### config.mk
export PLATFORM = sky130hd
export DESIGN_NAME = reg_alu
export DESIGN_NICKNAME = d
export VERILOG_FILES = /design/src/rtl/reg_alu.sv
export SDC_FILE = /design/constraint.sdc
export NUM_CORES = 1
export LEC_CHECK = 0
export ABC_AREA = 1
export BUFFER_PORTS_ARGS = -buffer_cell sky130_fd_sc_hd__buf_2
export CAP_MARGIN = 5
export CORE_UTILIZATION = 40
export CTS_BUF_LIST = sky130_fd_sc_hd__clkbuf_8
export DETAILED_ROUTE_END_ITERATION = 7
export GPL_TIMING_DRIVEN = 0
export SETUP_SLACK_MARGIN = 0.1
export SYNTH_ARGS = -nofsm -noshare
export SYNTH_HDL_FRONTEND = slang
export SYNTH_SLANG_ARGS = --single-unit
### constraint.sdc
create_clock -name clk -period 9.5 [get_ports clk]
set_input_delay 0.95 -clock clk [delete_from_list [all_inputs] [get_ports clk]]
set_output_delay 0.95 -clock clk [all_outputs]
set_load 0.05 [all_outputs]
### src/rtl/reg_alu.sv
module reg_alu #(
  parameter int DW = 8,
  parameter int NR = 16,
  parameter int SW = $clog2(NR)
) (
  input  logic          clk,
  input  logic          rst,
  input  logic          exec,
  input  logic          legacy,
  input  logic [3:0]    op,
  input  logic [SW-1:0] sel_x,
  input  logic [SW-1:0] sel_y,
  input  logic          wr_en,
  input  logic [SW-1:0] wr_sel,
  input  logic [DW-1:0] wr_data,
  input  logic [SW-1:0] rd_sel,
  output logic [DW-1:0] rd_data,
  output logic          bad_op
);
  localparam int FLAG = NR - 1;

  logic [NR-1:0][DW-1:0] regs;
  logic [DW-1:0] a, b, src, res;
  logic [DW:0]   sum, d_xy, d_yx;
  logic          flg, flg_en, illegal;

  assign a    = regs[sel_x];
  assign b    = regs[sel_y];
  assign src  = legacy ? b : a;
  assign sum  = {1'b0, a} + {1'b0, b};
  assign d_xy = {1'b0, a} - {1'b0, b};
  assign d_yx = {1'b0, b} - {1'b0, a};
  assign rd_data = regs[rd_sel];

  always_comb begin
    res = '0;
    flg = 1'b0;
    flg_en = 1'b0;
    illegal = 1'b0;
    case (op)
      4'h0: begin res = b;     flg_en = legacy; end
      4'h1: begin res = a | b; flg_en = legacy; end
      4'h2: begin res = a & b; flg_en = legacy; end
      4'h3: begin res = a ^ b; flg_en = legacy; end
      4'h4: begin res = sum[DW-1:0];  flg = sum[DW];   flg_en = 1'b1; end
      4'h5: begin res = d_xy[DW-1:0]; flg = !d_xy[DW]; flg_en = 1'b1; end
      4'h7: begin res = d_yx[DW-1:0]; flg = !d_yx[DW]; flg_en = 1'b1; end
      4'h6: begin res = src >> 1; flg = src[0];    flg_en = 1'b1; end
      4'hE: begin res = src << 1; flg = src[DW-1]; flg_en = 1'b1; end
      default: illegal = 1'b1;
    endcase
  end

  always_ff @(posedge clk) begin
    if (rst) begin
      regs   <= '0;
      bad_op <= 1'b0;
    end else begin
      bad_op <= exec && illegal;
      if (exec) begin
        if (!illegal) begin
          regs[sel_x] <= res;
          if (flg_en) regs[FLAG] <= {{(DW-1){1'b0}}, flg};
        end
      end else if (wr_en) begin
        regs[wr_sel] <= wr_data;
      end
    end
  end

  assert_bad_pulse_R8: assert property (@(posedge clk) disable iff (rst)
    bad_op |=> !bad_op);
  assert_bad_nowrite_R8: assert property (@(posedge clk) disable iff (rst)
    (exec && illegal) |=> (regs == $past(regs)) && bad_op);
  assert_flag_bit_R2: assert property (@(posedge clk) disable iff (rst)
    (exec && (op == 4'h4 || op == 4'h5 || op == 4'h7 || op == 4'h6 || op == 4'hE))
      |=> (regs[FLAG] <= 1));
  assert_legacy_clear_R5: assert property (@(posedge clk) disable iff (rst)
    (exec && legacy && op <= 4'h3) |=> (regs[FLAG] == '0));
  assert_idle_R9: assert property (@(posedge clk) disable iff (rst)
    (!exec && !wr_en) |=> $stable(regs));
endmodule

==> run_results.csv <==
group,metric,value,unit
run_status,status,"completed",
critical_path,worstSetupPathDepth,21,
layout,layout.nets,2131,
job,drv_cap,0,
pwr,internal_power,0.991,mW
routing,vias_per_cell,6.30,
global_route,grt_pass1_vias,13693,
critical_path,crit_required,9850,ps
timing,setup_tns,0,ps
critical_path,cp-end-kind,"flop",
critical_path,cp_max_fo,10,
synth,syn_inst,2008,
pwr,sequentialPowerShare,0.359,
synth,seq_area_frac_synth,0.224,
pwr,sw_frac_of_total,0.394,
critical_path,crit_arrival,5520,ps
timing,worst-slew-pin-transition,1180,ps
critical_path,critical_path_class,"in2reg",
floorplanning,coreArea,28000,sq um
clock_network,ctsResizeCount,0,
floorplanning,dieWidth,172,um
critical_path,critPathMaxStageDelay,850,ps
layout,syn_to_final_growth,9.63,%
global_route,track_usage,0.463,
clock_network,worstSkewPairLatency,480,ps
pwr,pwr-share-clk,0.344,
layout,final_core_util,0.450,
timing,fin_crit_sh,0.544,
timing,setup_viol,0,
layout,final_area,12600,sq um
timing,rsz0062_at_grt,"false",
place,port-buffer-count,36,
layout,layoutNonFillerInstCount,2452,
clock_network,hold_buffers,0,
synth,syn_nets,2076,
global_route,antenna_found_initial,0,
floorplanning,dieArea,29400,sq um
synth,netlist-cell-type-count,39,
routing,wirelength,67.9,mm
pwr,ir_drop,0.000115,V
clock_network,cts-root-buf,"clkbuf_8",
critical_path,slowest_stage,"clkbuf_1",
timing,fin_skew,27.1,ps
place,dp_cells,2422,
timing,fin_ws,4330,ps
clock_network,clock_sinks,129,
routing,vias,15449,
floorplanning,std_cell_rows,61,
synth,avgSynthCellArea,5.73,sq um
pwr,total_leakage_power,5.53,nW
timing,period_needed,5170,ps
routing,wire_per_inst,27.7,um
clock_network,cts_tree,"built",
synth,syn_area,11500,sq um
pwr,cellPowerDensity,130,nW/um^2
place,dpl_worst_slack,4120,ps
floorplanning,initial_core_util,0.411,
synth,yosysWarnings,0,
clock_network,post_cts_buffers,0,
clock_network,numCtsBuffers,17,
place,gp_congestion,1.05,
timing,drv_slew,0,
routing,first_pass_iters,6,
routing,drt_iter0_drc,2087,
place,placed_area,12200,sq um
layout,drive_gt1_frac,0.0810,
critical_path,reg2regPathDepth,21,
global_route,grt_max_degree,17,
critical_path,path_cells,"buf_2 -> clkbuf_1 -> nand3_1 -> nand3_1 -> nand3_1 -> nand2_1 -> inv_1 -> ha_1 -> clkbuf_1 -> inv_1 -> nand2_1 -> nor2_1 -> nor2_1 -> nand3_1 -> nand3_1 -> nand2_1 -> inv_1 -> nand4_2 -> buf_4 -> nand2_1 -> a21oi_1",
layout,insertedDiodeCount,0,
pwr,p_sw,0.644,mW
global_route,grt_overflow,0,
floorplanning,die_h,172,um
clock_network,htree_levels,4,
floorplanning,num_io_pins,42,
place,dp_hpwl,52.3,mm
routing,drc,0,
pwr,pwr-share-comb,0.296,
critical_path,crit_path_start_kind,"input port",
timing,hold_viol,0,
clock_network,clkTransAtPathRegs,80,ps
clock_network,clockBufferDepth,2,
routing,ant_nets,0,
timing,clock.fmax,193,MHz
worst_hold_path,hold_class,"reg2reg",
critical_path,path_common_cell,"nand3_1",
synth,synth-seq-cells,129,
timing,slew_headroom,0.207,
critical_path,cp.buffers_inverters,7,
worst_hold_path,holdPathStages,2,
critical_path,critPathTopFamily,"buffers and inverters",
global_route,grt_pass1_wl,95.8,mm
kinds of logic (layout without fill, tap and decap cells):
family | after synthesis | count (layout) | synth area share
simple gates | 820 | 820 | 0.296
compound gates | 696 | 696 | 0.323
buf+inv | 327 | 393 | 0.115
flops | 129 | 129 | 0.224
fa+ha+maj | 35 | 35 | 0.0400
xor+xnor | 1 | 1 | 0.000761
synth_stat cells:
cell / number / area share
buf_1: 1 / 0.00033
o211ai_1: 26 / 0.017
o21ai_0: 249 / 0.11
clkbuf_1: 60 / 0.020
nand4_2: 1 / 0.0011
nor3_1: 8 / 0.0035
o22ai_1: 14 / 0.0076
buf_6: 2 / 0.0020
a21boi_0: 1 / 0.00065
a31oi_1: 1 / 0.00054
a21o_1: 1 / 0.00065
nand3b_2: 1 / 0.00098
nand2_2: 4 / 0.0022
nand2_1: 512 / 0.17
inv_2: 18 / 0.0059
o311ai_0: 1 / 0.00076
o21ai_1: 15 / 0.0065
or2_2: 6 / 0.0033
nor2_2: 10 / 0.0054
inv_1: 205 / 0.067
o221ai_1: 8 / 0.0061
nor2_1: 115 / 0.038
a21oi_4: 3 / 0.0042
nand3b_1: 1 / 0.00065
ha_1: 32 / 0.035
nor2_4: 2 / 0.0020
buf_4: 14 / 0.0091
xor2_1: 1 / 0.00076
and2_1: 1 / 0.00054
nor3_2: 1 / 0.00087
buf_2: 27 / 0.012
o21bai_1: 17 / 0.011
nand3_1: 146 / 0.064
fa_1: 3 / 0.0052
nand3_2: 4 / 0.0035
a21oi_2: 9 / 0.0069
a21oi_1: 351 / 0.15
dfxtp_1: 129 / 0.22
nand4_1: 8 / 0.0043
state kept, by name, indices dropped and copies added, names as in the netlist:
name	cells
bad_op	1
regs	128
worst register-to-register path, delay by kind of cell, from the launching register on:
kind | cells | cell delay [ps]
and+or+nand+nor | 13 | 1920
buffers and inverters | 6 | 1320
DFF | 1 | 550
adders and majority gates | 1 | 270
AOI/OAI and AO/OA | 1 | 60
stage by stage:
step	total power, mW	hold slack [ps]
floorplan	0.862	503
global placement	1.05	524
detailed placement	1.06	527
CTS	1.60	554
global route	1.68	580
finish	1.64	557
power groups by stage:
stage               combinational, mW  sequential (mW)  clock (mW)
floorplan                       0.283            0.580           0
global placement                0.456            0.597           0
detailed placement              0.459            0.596           0
CTS                             0.461            0.584       0.559
global route                    0.507            0.587       0.583
finish                          0.485            0.588       0.563
layer usage:
layer	GRT usage	share of wire	wire length (um)
met1	0.603	0.39	26600
met2	0.653	0.40	26900
met3	0.163	0.15	10000
met4	0.267	0.065	4440
met5	0	0	0
area by class of cell:
| type | count | area [sq um] |
|---|---|---|
| Sequential cell | 129 | 2580 |
| Tap cell | 378 | 473 |
| Clock buffer | 18 | 248 |
| Multi-Input combinational cell | 1552 | 7590 |
| Clock inverter | 12 | 208 |
| Buffer | 104 | 492 |
| Fill cell | 3098 | 15400 |
| Inverter | 223 | 837 |
| Timing Repair Buffer | 36 | 180 |
placed cells by master (no fill, tap or decap), types with 2 or more instances in the layout:
master and count:
nand2_1 512, a21oi_1 351, o21ai_0 249, inv_1 205, nand3_1 146, dfxtp_1 129, nor2_1 115, buf_2 63
clkbuf_1 60, ha_1 32, o211ai_1 26, inv_2 18, clkbuf_8 18, o21bai_1 17, o21ai_1 15, buf_4 14
o22ai_1 14, nor2_2 10, a21oi_2 9, nand4_1 8, o221ai_1 8, nor3_1 8, or2_2 6, bufinv_16 5
clkinv_4 5, nand2_2 4, nand3_2 4, a21oi_4 3, fa_1 3, nor2_4 2, buf_6 2
path summary, 6_finish.rpt:
kind	start	end	slack, ps
max	sel_y[1]	regs[15]	4330
min reg2reg	regs[42]	regs[42]	560
min	regs[42]	regs[42]	560
max reg2reg	regs[14]	regs[15]	5280
(Power assumes the default switching activity.)
